$ cat src/rtl/ews_pkg.sv
// Package: shared widths and codes for the external bus width splitter.
// Assumes a 64-bit internal data path and a 32-bit external data bus.
package ews_pkg;
    localparam int IDATA_W = 64;
    localparam int EDATA_W = 32;
    localparam int HW_W    = 16;

    localparam logic [1:0] PW_16 = 2'b01;
    localparam logic [1:0] PW_32 = 2'b10;

    localparam logic [1:0] SZ_16 = 2'd0;
    localparam logic [1:0] SZ_32 = 2'd1;
    localparam logic [1:0] SZ_64 = 2'd2;

    typedef enum logic {
        ST_IDLE,
        ST_BUS
    } ews_state_t;
endpackage

$ cat src/rtl/ews_beat_plan.sv
// Module: ews_beat_plan
// Decodes the request size and region width into the index of the last
// external cycle, the low address bits to clear, and a reserved-code flag.
// Assumes the codes defined in ews_pkg; purely combinational.
module ews_beat_plan
    import ews_pkg::*;
(
    input  logic [1:0] size,
    input  logic [1:0] portw,
    output logic       bad,
    output logic       w16,
    output logic [1:0] last_idx,
    output logic [2:0] low_clear
);
    // Classify the codes and pick the cycle count.
    always_comb begin
        w16       = (portw == PW_16);
        bad       = !((portw == PW_16) || (portw == PW_32)) || (size == 2'd3);
        last_idx  = 2'd0;
        low_clear = 3'b001;
        case (size)
            SZ_16: begin
                last_idx  = 2'd0;
                low_clear = 3'b001;
            end
            SZ_32: begin
                last_idx  = w16 ? 2'd1 : 2'd0;
                low_clear = 3'b011;
            end
            SZ_64: begin
                last_idx  = w16 ? 2'd3 : 2'd1;
                low_clear = 3'b111;
            end
            default: begin
                last_idx  = 2'd0;
                low_clear = 3'b111;
            end
        endcase
    end
endmodule

$ cat src/rtl/ews_addr_gen.sv
// Module: ews_addr_gen
// Forms the byte address of the current external cycle from the aligned
// base and the cycle index. Applies the big-endian half-word swap in 16-bit
// regions, then the optional half-word or word address conversion.
// Assumes IADDR_W >= EADDR_W + 2 and a base with its low bits already cleared.
module ews_addr_gen #(
    parameter int IADDR_W = 26,
    parameter int EADDR_W = 24
) (
    input  logic [IADDR_W-1:0] base,
    input  logic [1:0]         idx,
    input  logic [1:0]         last_idx,
    input  logic               w16,
    input  logic               big_endian,
    input  logic               align,
    output logic [IADDR_W-1:0] byte_addr,
    output logic [EADDR_W-1:0] ext_addr
);
    localparam int PAD_W = IADDR_W - 3;

    logic [1:0] order;
    logic [2:0] offset;

    // Reorder cycles, build the byte offset and convert the address.
    always_comb begin
        order     = (big_endian && (last_idx != 2'd0)) ? (idx ^ 2'b01) : idx;
        offset    = w16 ? {order, 1'b0} : {idx[0], 2'b00};
        byte_addr = base | {{PAD_W{1'b0}}, offset};
        if (!align) begin
            ext_addr = byte_addr[EADDR_W-1:0];
        end else if (w16) begin
            ext_addr = byte_addr[EADDR_W:1];
        end else begin
            ext_addr = byte_addr[EADDR_W+1:2];
        end
    end
endmodule

$ cat src/rtl/ews_lane_mux.sv
// Module: ews_lane_mux
// Routes the addressed half-word or word of the internal write data to the
// low external lanes, and merges returned read data into its own lane of
// the accumulated internal word. Combinational; lane select is byte-address
// bits [2:1].
module ews_lane_mux
    import ews_pkg::*;
(
    input  logic [1:0]         hsel,
    input  logic               w16,
    input  logic [IDATA_W-1:0] wdata,
    input  logic [IDATA_W-1:0] rdata_acc,
    input  logic [EDATA_W-1:0] ext_rdata,
    output logic [EDATA_W-1:0] ext_wdata,
    output logic [IDATA_W-1:0] rdata_next
);
    localparam int LANES = IDATA_W / HW_W;

    // Select the outgoing half-word or word.
    always_comb begin
        if (w16) begin
            ext_wdata = {{(EDATA_W-HW_W){1'b0}}, wdata[HW_W*hsel +: HW_W]};
        end else begin
            ext_wdata = wdata[EDATA_W*hsel[1] +: EDATA_W];
        end
    end

    // One merge slice per internal half-word lane.
    for (genvar g = 0; g < LANES; g++) begin : g_lane
        localparam logic [1:0] LANE = 2'(g);
        logic            hit;
        logic [HW_W-1:0] src;
        assign hit = w16 ? (hsel == LANE) : (hsel[1] == LANE[1]);
        assign src = w16 ? ext_rdata[HW_W-1:0] : ext_rdata[HW_W*(g%2) +: HW_W];
        assign rdata_next[HW_W*g +: HW_W] = hit ? src : rdata_acc[HW_W*g +: HW_W];
    end
endmodule

$ cat src/rtl/ext_width_splitter.sv
// Module: ext_width_splitter
// Accepts one internal access while idle and issues the matching sequence
// of narrow external cycles, one per acknowledgement. Gathers read data and
// pulses done after the last one. Region settings are latched at acceptance.
// Assumes ext_ack is only meaningful while ext_valid is high.
module ext_width_splitter
    import ews_pkg::*;
#(
    parameter int IADDR_W = 26,
    parameter int EADDR_W = 24
) (
    input  logic               clk,
    input  logic               rst_n,
    input  logic               req_valid,
    output logic               req_ready,
    input  logic               req_write,
    input  logic [1:0]         req_size,
    input  logic [IADDR_W-1:0] req_addr,
    input  logic [IDATA_W-1:0] req_wdata,
    input  logic [1:0]         cfg_portw,
    input  logic               cfg_align,
    input  logic               cfg_big_endian,
    output logic               ext_valid,
    output logic               ext_write,
    output logic [EADDR_W-1:0] ext_addr,
    output logic [EDATA_W-1:0] ext_wdata,
    input  logic               ext_ack,
    input  logic [EDATA_W-1:0] ext_rdata,
    output logic               done,
    output logic [IDATA_W-1:0] rdata,
    output logic               err
);
    ews_state_t         state_q;
    logic [1:0]         idx_q;
    logic [1:0]         last_q;
    logic               w16_q;
    logic               be_q;
    logic               align_q;
    logic               write_q;
    logic [IADDR_W-1:0] base_q;
    logic [IDATA_W-1:0] wdata_q;
    logic [IDATA_W-1:0] rdata_q;
    logic               done_q;
    logic               err_q;

    logic               plan_bad;
    logic               plan_w16;
    logic [1:0]         plan_last;
    logic [2:0]         plan_clear;
    logic [IADDR_W-1:0] req_base;
    logic [IADDR_W-1:0] cur_byte;
    logic [IDATA_W-1:0] rdata_merged;

    ews_beat_plan u_plan (
        .size      (req_size),
        .portw     (cfg_portw),
        .bad       (plan_bad),
        .w16       (plan_w16),
        .last_idx  (plan_last),
        .low_clear (plan_clear)
    );

    // Clear the address bits below the access size.
    assign req_base = {req_addr[IADDR_W-1:3], req_addr[2:0] & ~plan_clear};

    ews_addr_gen #(
        .IADDR_W (IADDR_W),
        .EADDR_W (EADDR_W)
    ) u_addr (
        .base       (base_q),
        .idx        (idx_q),
        .last_idx   (last_q),
        .w16        (w16_q),
        .big_endian (be_q),
        .align      (align_q),
        .byte_addr  (cur_byte),
        .ext_addr   (ext_addr)
    );

    ews_lane_mux u_lanes (
        .hsel       (cur_byte[2:1]),
        .w16        (w16_q),
        .wdata      (wdata_q),
        .rdata_acc  (rdata_q),
        .ext_rdata  (ext_rdata),
        .ext_wdata  (ext_wdata),
        .rdata_next (rdata_merged)
    );

    // Sequence control, request latching and read gathering.
    always_ff @(posedge clk) begin
        if (!rst_n) begin
            state_q <= ST_IDLE;
            idx_q   <= 2'd0;
            last_q  <= 2'd0;
            w16_q   <= 1'b0;
            be_q    <= 1'b0;
            align_q <= 1'b0;
            write_q <= 1'b0;
            base_q  <= '0;
            wdata_q <= '0;
            rdata_q <= '0;
            done_q  <= 1'b0;
            err_q   <= 1'b0;
        end else begin
            case (state_q)
                ST_IDLE: begin
                    done_q <= 1'b0;
                    err_q  <= 1'b0;
                    if (req_valid) begin
                        if (plan_bad) begin
                            err_q <= 1'b1;
                        end else begin
                            state_q <= ST_BUS;
                            idx_q   <= 2'd0;
                            last_q  <= plan_last;
                            w16_q   <= plan_w16;
                            be_q    <= cfg_big_endian;
                            align_q <= cfg_align;
                            write_q <= req_write;
                            base_q  <= req_base;
                            wdata_q <= req_wdata;
                            if (!req_write) begin
                                rdata_q <= '0;
                            end
                        end
                    end
                end
                ST_BUS: begin
                    if (ext_ack) begin
                        if (!write_q) begin
                            rdata_q <= rdata_merged;
                        end
                        if (idx_q == last_q) begin
                            state_q <= ST_IDLE;
                            done_q  <= 1'b1;
                        end else begin
                            idx_q <= idx_q + 2'd1;
                        end
                    end
                end
                default: state_q <= ST_IDLE;
            endcase
        end
    end

    assign req_ready = (state_q == ST_IDLE);
    assign ext_valid = (state_q == ST_BUS);
    assign ext_write = write_q;
    assign done      = done_q;
    assign err       = err_q;
    assign rdata     = rdata_q;
endmodule

$ cat config.mk
export PLATFORM = sky130hd
export DESIGN_NAME = ext_width_splitter
export DESIGN_NICKNAME = d
export VERILOG_FILES = /design/src/rtl/ews_pkg.sv /design/src/rtl/ews_beat_plan.sv /design/src/rtl/ews_addr_gen.sv /design/src/rtl/ews_lane_mux.sv /design/src/rtl/ext_width_splitter.sv
export SDC_FILE = /design/constraint.sdc
export NUM_CORES = 1
export LEC_CHECK = 0
export BUFFER_PORTS_ARGS = -buffer_cell sky130_fd_sc_hd__buf_2
export CORE_MARGIN = 4
export CORE_UTILIZATION = 52
export CTS_CLUSTER_SIZE = 14
export DETAILED_ROUTE_END_ITERATION = 12
export PLACE_DENSITY = 0.82
export SLEW_MARGIN = 10
export SYNTH_ARGS = -nofsm -noshare
export SYNTH_HDL_FRONTEND = slang
export SYNTH_SLANG_ARGS = --single-unit
$ cat constraint.sdc
create_clock -name clk -period 3.33 [get_ports clk]
set_input_delay 0.1665 -clock clk [delete_from_list [all_inputs] [get_ports clk]]
set_output_delay 0.1665 -clock clk [all_outputs]
set_load 0.1 [all_outputs]
==> metrics.txt, run 1 <==
GRT Total Usage 0.269; Post-synth ARST share 0; die footprint between 15000 and 20000 um2; Setup TNS Final 0 ns; Synth Area in XOR/XNOR 0.00342; antenna violations before repair 1; Worst Path Max Fanout 19; Slew Viols, Final 0; Syn Nets approximately 1100; Clk Latency, worst-skew pair ~0.42 ns; maximum clock frequency 324 MHz; Starting Density 0.529; vias in the first global route slightly above 7000; P per Cell Area ~510 nW/um2; Max-Cap Viols 0; largest area contributor in the netlist dfxtp_1; CTS Sinks 164; period utilisation layout 0.927; Synth Flop Type dfxtp_1; Hold Crit Class primary input to flip-flop; total number of yosys warnings 0; DRT iter0 DRCs about 540; wire length per cell between 15 and 20 um; non-filler instance count after layout between 1000 and 1500; adder-cell share of the synthesized area 0.00813; Clock Pin Slew Worst Setup and Hold Paths ~0.060 ns; share of the synthesized area in the top cell type 0.427; CTS tree done; Synth cell types between 40 and 50; largest net degree at the start of global routing 101; Filler cells between 1000 and 1500; CP endpoint kind primary output; post-synthesis mux area share 0.138; worst setup margin roughly 0.24 ns; core region area 14500 um2; worst slew pin tran around 0.95 ns; Leak 4.38 nW; number of CTS-inserted buffers 17; cells after synthesis 917; Post-DRT Antenna Nets 0; area growth from synthesis to layout 32.1%; clock buffer depth 2; worst-path cell chain nor2b_2 -> a211o_1 -> nand2_1 -> a21oi_1 -> a221o_1 -> buf_2; WS Path Type flip-flop to primary output; Worst setup SP type flip-flop; simple-gate share of the synthesized area 0.189; DPL Wire Length approximately 15000 um; Port Buf Inserts 256; nets about 1300; Crit-path slowest cell a211o_1; Synth area leaders dfxtp_1 43%, nand2_1 16%, mux2i_1 11%; Synth top cells by count 319 x nand2_1, 164 x dfxtp_1, 96 x a21boi_0; most common cell in the netlist nand2_1; die span in y around 130 um; largest family of logic cells by synthesized area simple AND/OR/NAND/NOR gates; clock skew between 0.009 and 0.01 ns; GPL Wtd Cong between 0.8 and 0.9; dpl ws 0.716 ns; Cell Rows 44; global-route wire length before repair 35700 um; placed insts between 1000 and 1500; final hold vios 0; #FFs+latches synth around 160; Setup-failing EPs final 0; crit path DAT about 3 ns; post-synthesis compound-gate area fraction 0.186; drt first pass iters 5; status completed; clock root buffer master clkbuf_16; number of H-tree levels 4; Total Routed Length between 20000 and 25000 um; peak supply drop approximately 0.00037 V; critical path required time between 3 and 4 ns; DRC viols 0; minimum clock period after layout just over 3 ns; Die Width around 130 um; layout cells sized above 1 0.278; RSZ-0062 raised after global routing false; Synth Cell Area slightly below 8000 um2; io pins around 260; Overflow after GRT 0; Mean Syn Cell Area approximately 8.4 um2; EDFF count, synth 0; vias after detailed routing between 7000 and 8000; vias per inst approximately 5.3; slowest stage delay, CP approximately 0.6 ns; Seq/Total Area, Yosys 0.427; normalized max-slew margin 0.365
sequential cells by signal, summed over array words and instances (netlist names):
register,count
wdata_q,64
base_q,25
done,1
ext_write,1
last_q,2
ext_valid,1
rdata,64
w16_q,1
idx_q,2
be_q,1
align_q,1
err,1
layer usage:
metal | up-vias | global-route usage | wire length [um]
met5 | - | 0 | 0
met4 | 0 | 0.119 | 795
met3 | 44 | 0.0857 | 2170
met2 | 328 | 0.454 | 11000
met1 | 3374 | 0.314 | 9210
li1 | 3625 | - | -
cell families (layout without fill, tap and decap cells):
kind of cell / after synthesis / count (layout)
AOI/OAI and AO/OA: 192 / 192
other: 0 / 1
buffers and inverters: 78 / 363
DFF: 164 / 164
and+or+nand+nor: 371 / 371
xor gates and xnor gates: 3 / 3
muxes: 104 / 104
adders and majority gates: 5 / 5
stage by stage:
| stage | util | hold slack (ns) | power, W | cell area (um2) |
|---|---|---|---|---|
| 2_1_floorplan | - | 0.311 | 0.00288 | 7690 |
| 3_3_place_gp | 0.619 | 0.421 | 0.00309 | 9000 |
| 3_5_place_dp | 0.619 | 0.429 | 0.00310 | 9000 |
| 4_1_cts | 0.699 | 0.000323 | 0.00515 | 10200 |
| 5_1_grt | 0.699 | 0.00432 | 0.00531 | 10200 |
| 6_report | 0.699 | 0.0157 | 0.00513 | 10200 |
area by class of cell:
class	count	area (um2)	share of cell area
Multi-Input combinational cell	675	4060	0.399
Sequential cell	164	3280	0.323
Timing Repair Buffer	326	1960	0.193
Clock buffer	21	460	0.0453
Tap cell	184	230	0.0227
Clock inverter	11	149	0.0147
Inverter	5	18.8	0.00185
Antenna cell	1	2.50	0.000246
final timing paths:
path | start | to | slack (ns) | cells after the start
worst max-delay path | idx_q[0]$_SDFFE_PN0P_ | ext_wdata[13] | 0.24 | 6
worst min-delay path | req_wdata[20] | wdata_q[20]$_SDFFE_PN0P_ | 0.02 | 3
worst max register to register | idx_q[0]$_SDFFE_PN0P_ | rdata[25]$_SDFFE_PN0P_ | 0.66 | 5
worst min register to register | rdata[45]$_SDFFE_PN0P_ | rdata[45]$_SDFFE_PN0P_ | 0.45 | 2
power by group:
group          leakage (nW)  total (W)  switching (W)  internal, W
sequential             1.33    0.00209      0.0000560      0.00203
combinational          2.76    0.00103       0.000740     0.000290
clock                 0.290    0.00202       0.000796      0.00122
total                  4.38    0.00513        0.00159      0.00354
timing repair:
action | in CTS | in global routing
endpoints found under the setup margin | 0 | 0
hold endpoints to repair | 55 | 0
hold buffers | 55 | 0
gates resized for setup | 0 | 0
setup buffers | 0 | 0
cells in the final DEF (no fill, tap or decap), types with 2 or more instances in the layout:
cell type        n
bufinv_16        3
o211ai_1         4
clkinv_2         2
a21oi_1         41
dfxtp_1        163
nor2_1          33
a21boi_0        96
clkbuf_1         2
inv_1            4
xor2_1           2
mux2_2          16
nor2b_1          4
clkinvlp_4       3
clkbuf_8         2
mux2i_1         87
inv_6            2
buf_2          255
a221o_1         16
a211o_1          2
nand3_1          4
ha_1             5
clkbuf_16       17
nand2b_1         2
dlygate4sd3_1   55
nand2_1        319
buf_4           15
a22o_1          16
o21ai_0          4
worst max-delay path, delay by kind of cell, from the launching register on:
family          cells  cell delay (ns)
flops               1             0.58
simple gates        2             0.41
compound gates      3             1.08
buf+inv             1             0.42
(Power assumes the default switching activity.)
==> run 2: changes to the inputs <==
--- a/config.mk
+++ b/config.mk
@@ -10,6 +10,7 @@
 export CORE_UTILIZATION = 52
 export CTS_CLUSTER_SIZE = 14
 export DETAILED_ROUTE_END_ITERATION = 12
+export MAX_ROUTING_LAYER = met4
 export PLACE_DENSITY = 0.82
 export SLEW_MARGIN = 10
 export SYNTH_ARGS = -nofsm -noshare
==> run 2 against run 1 <==
  * Hold slack got worse by 0.0020 ns
  * Die area unchanged
  * Global-route usage increased by 0.88 points
  * Design area unchanged
  * Sequential share of layout area unchanged
  * Maximum frequency decreased by 0.52%
  * Clock skew about the same
  * First-iteration DRC count decreased by 5.0%
  * Critical endpoint unchanged
  * Clock power about the same
  * Setup slack got worse by 0.016 ns
  * Highest routed layer unchanged
  * Critical path type unchanged
  * Largest cell class unchanged
==> metrics.txt, run 2 (synthesized netlist as in run 1, its figures left out) <==
critical path required time 3.16 ns (about the same); clock skew 0.00936 ns (-0.000212 ns); Pint 0.00354 W (about the same); Post-DRT Antenna Nets 0 (unchanged); CTS tree done; global-route wire length before repair 35700 um (-0.16%); Clk Latency, worst-skew pair 0.42 ns (about the same); wire length per cell 16.7 um (+0.11%); normalized max-slew margin 0.364 (-0.000579); drt first pass iters 7 (+2); Setup TNS Final 0 ns (unchanged); Max-Cap Viols 0 (unchanged); most frequent cells in the layout 319 x nand2_1, 255 x buf_2, 163 x dfxtp_1; GRT Total Usage 0.278 (+0.00875); peak supply drop 0.000373 V (+0.16%); most common cell after layout, fill and taps aside nand2_1; largest net degree at the start of global routing 101 (unchanged); CP endpoint kind primary output; Die Width 130 um (unchanged); status completed; combinational share of power 0.200 (about the same); Worst setup SP type flip-flop; layout cells sized above 1 0.278 (unchanged); hold path cells 3 (unchanged); Leak 4.38 nW (unchanged); area growth from synthesis to layout 32.1% (unchanged); io pins 258 (unchanged); Worst Path Max Fanout 19 (unchanged); antenna violations before repair 1 (unchanged); period utilisation layout 0.932 (+0.00487); worst slew pin tran 0.953 ns (+0.000868 ns); Clock Pin Slew Worst Setup and Hold Paths 0.06 ns (about the same); Sw Ratio 0.310 (about the same); Hold Crit Class primary input to flip-flop; DRT iter0 DRCs 508 (-5.0%); core region area 14500 um2 (unchanged); minimum clock period after layout 3.10 ns (+0.0162 ns); Setup-failing EPs final 0 (unchanged); switching power total 0.00159 W (+0.12%); GPL Wtd Cong 0.832 (+1.5%); Overflow after GRT 0 (unchanged); worst r2r src idx_q[0]$_SDFFE_PN0P_; Filler cells 1125 (unchanged); vias in the first global route 7182 (+0.14%); vias per inst 5.35 (+0.65%); reg2reg end rdata[25]$_SDFFE_PN0P_; maximum clock frequency 322 MHz (-0.52%); crit path DAT 2.94 ns (+0.02 ns); P per Cell Area 505 nW/um2 (about the same); Cell Rows 44 (unchanged); Slew Viols, Final 0 (unchanged); clock root buffer master clkbuf_16; worst reg2reg setup slack 0.68 ns (+0.02 ns); RSZ-0062 raised after global routing false; Port Buf Inserts 256 (unchanged); final hold vios 0 (unchanged); Reg power frac 0.406 (about the same); Hold EP wdata_q[49]$_SDFFE_PN0P_; DRC viols 0 (unchanged); hold_ws 0.0136 ns (-0.00204 ns); worst r2r path cells 5 (unchanged); Total Routed Length 23200 um (+0.11%); Starting Density 0.529 (unchanged); CTS Sinks 164 (unchanged); nets 1327 (unchanged); number of H-tree levels 4 (unchanged); die footprint 16800 um2 (unchanged); die span in y 130 um (unchanged); vias after detailed routing 7419 (+0.65%); WS Path Type flip-flop to primary output; number of CTS-inserted buffers 17 (unchanged); worst hold start req_wdata[49]; clock share of power 0.394 (about the same); DPL Wire Length 15500 um (unchanged); CTS resizes 0 (unchanged); clock buffer depth 2 (unchanged)
-- run 2: worst max path at each step --
stage / slack (ns) / endpoint / cells after the start / from
after global placement: 0.76 / ext_wdata[13] / 6 / idx_q[0]$_SDFFE_PN0P_
final: 0.23 / ext_wdata[13] / 6 / idx_q[0]$_SDFFE_PN0P_
after floorplan: 0.11 / ext_addr[1] / 4 / last_q[1]$_SDFFE_PN0P_
after global routing: 0.12 / ext_wdata[2] / 6 / idx_q[0]$_SDFFE_PN0P_
after detailed placement: 0.72 / rdata[25]$_SDFFE_PN0P_ / 5 / idx_q[0]$_SDFFE_PN0P_
after CTS: 0.26 / ext_wdata[4] / 6 / idx_q[0]$_SDFFE_PN0P_
-- run 2: area by class of cell --
class,instances,area (um2),share of cell area
Inverter,5,18.8,0.00185
Multi-Input combinational cell,675,4060,0.399
Tap cell,184,230,0.0227
Timing Repair Buffer,326,1960,0.193
Sequential cell,164,3280,0.323
Clock inverter,11,149,0.0147
Antenna cell,1,2.50,0.000246
Clock buffer,21,460,0.0453
-- run 2: critical path: stages (launching register included) --
cell and delay (ns):
dfxtp_1 0.58, nor2b_2 0.29, a211o_1 0.60, nand2_1 0.12, a21oi_1 0.33, a221o_1 0.16
buf_2 0.42
-- run 2: layer usage --
metal  vias to the layer above  track usage  share of wire
li1                       3630            -              -
met1                      3397        0.321           0.40
met2                       349        0.454           0.47
met3                        43       0.0804          0.092
met4                         0        0.115          0.034
met5                         -            -              0
-- run 2: through the flow --
stage / area (um2) / cells / total power [W] / setup WS (ns) / util
2_1_floorplan: 7690 / 917 / 0.00288 / 0.107 / -
3_3_place_gp: 9000 / 1299 / 0.00309 / 0.759 / 0.619
3_5_place_dp: 9000 / 1299 / 0.00310 / 0.716 / 0.619
4_1_cts: 10200 / 1386 / 0.00515 / 0.257 / 0.699
5_1_grt: 10200 / 1387 / 0.00532 / 0.120 / 0.699
6_report: 10200 / 1387 / 0.00514 / 0.226 / 0.699
-- run 2: power groups by stage --
stage	clock network [W]	registers (W)	logic (W)
finish	0.00202	0.00209	0.00103
global route	0.00214	0.00209	0.00109
CTS	0.00205	0.00208	0.00103
detailed placement	0	0.00213	0.000973
global placement	0	0.00212	0.000968
floorplan	0	0.00218	0.000697
-- run 2: repair_timing --
action | CTS | global route
hold buffers | 55 | 0
setup endpoints to repair | 0 | 0
buffers inserted | 0 | 0
endpoints found under the hold margin | 55 | 0
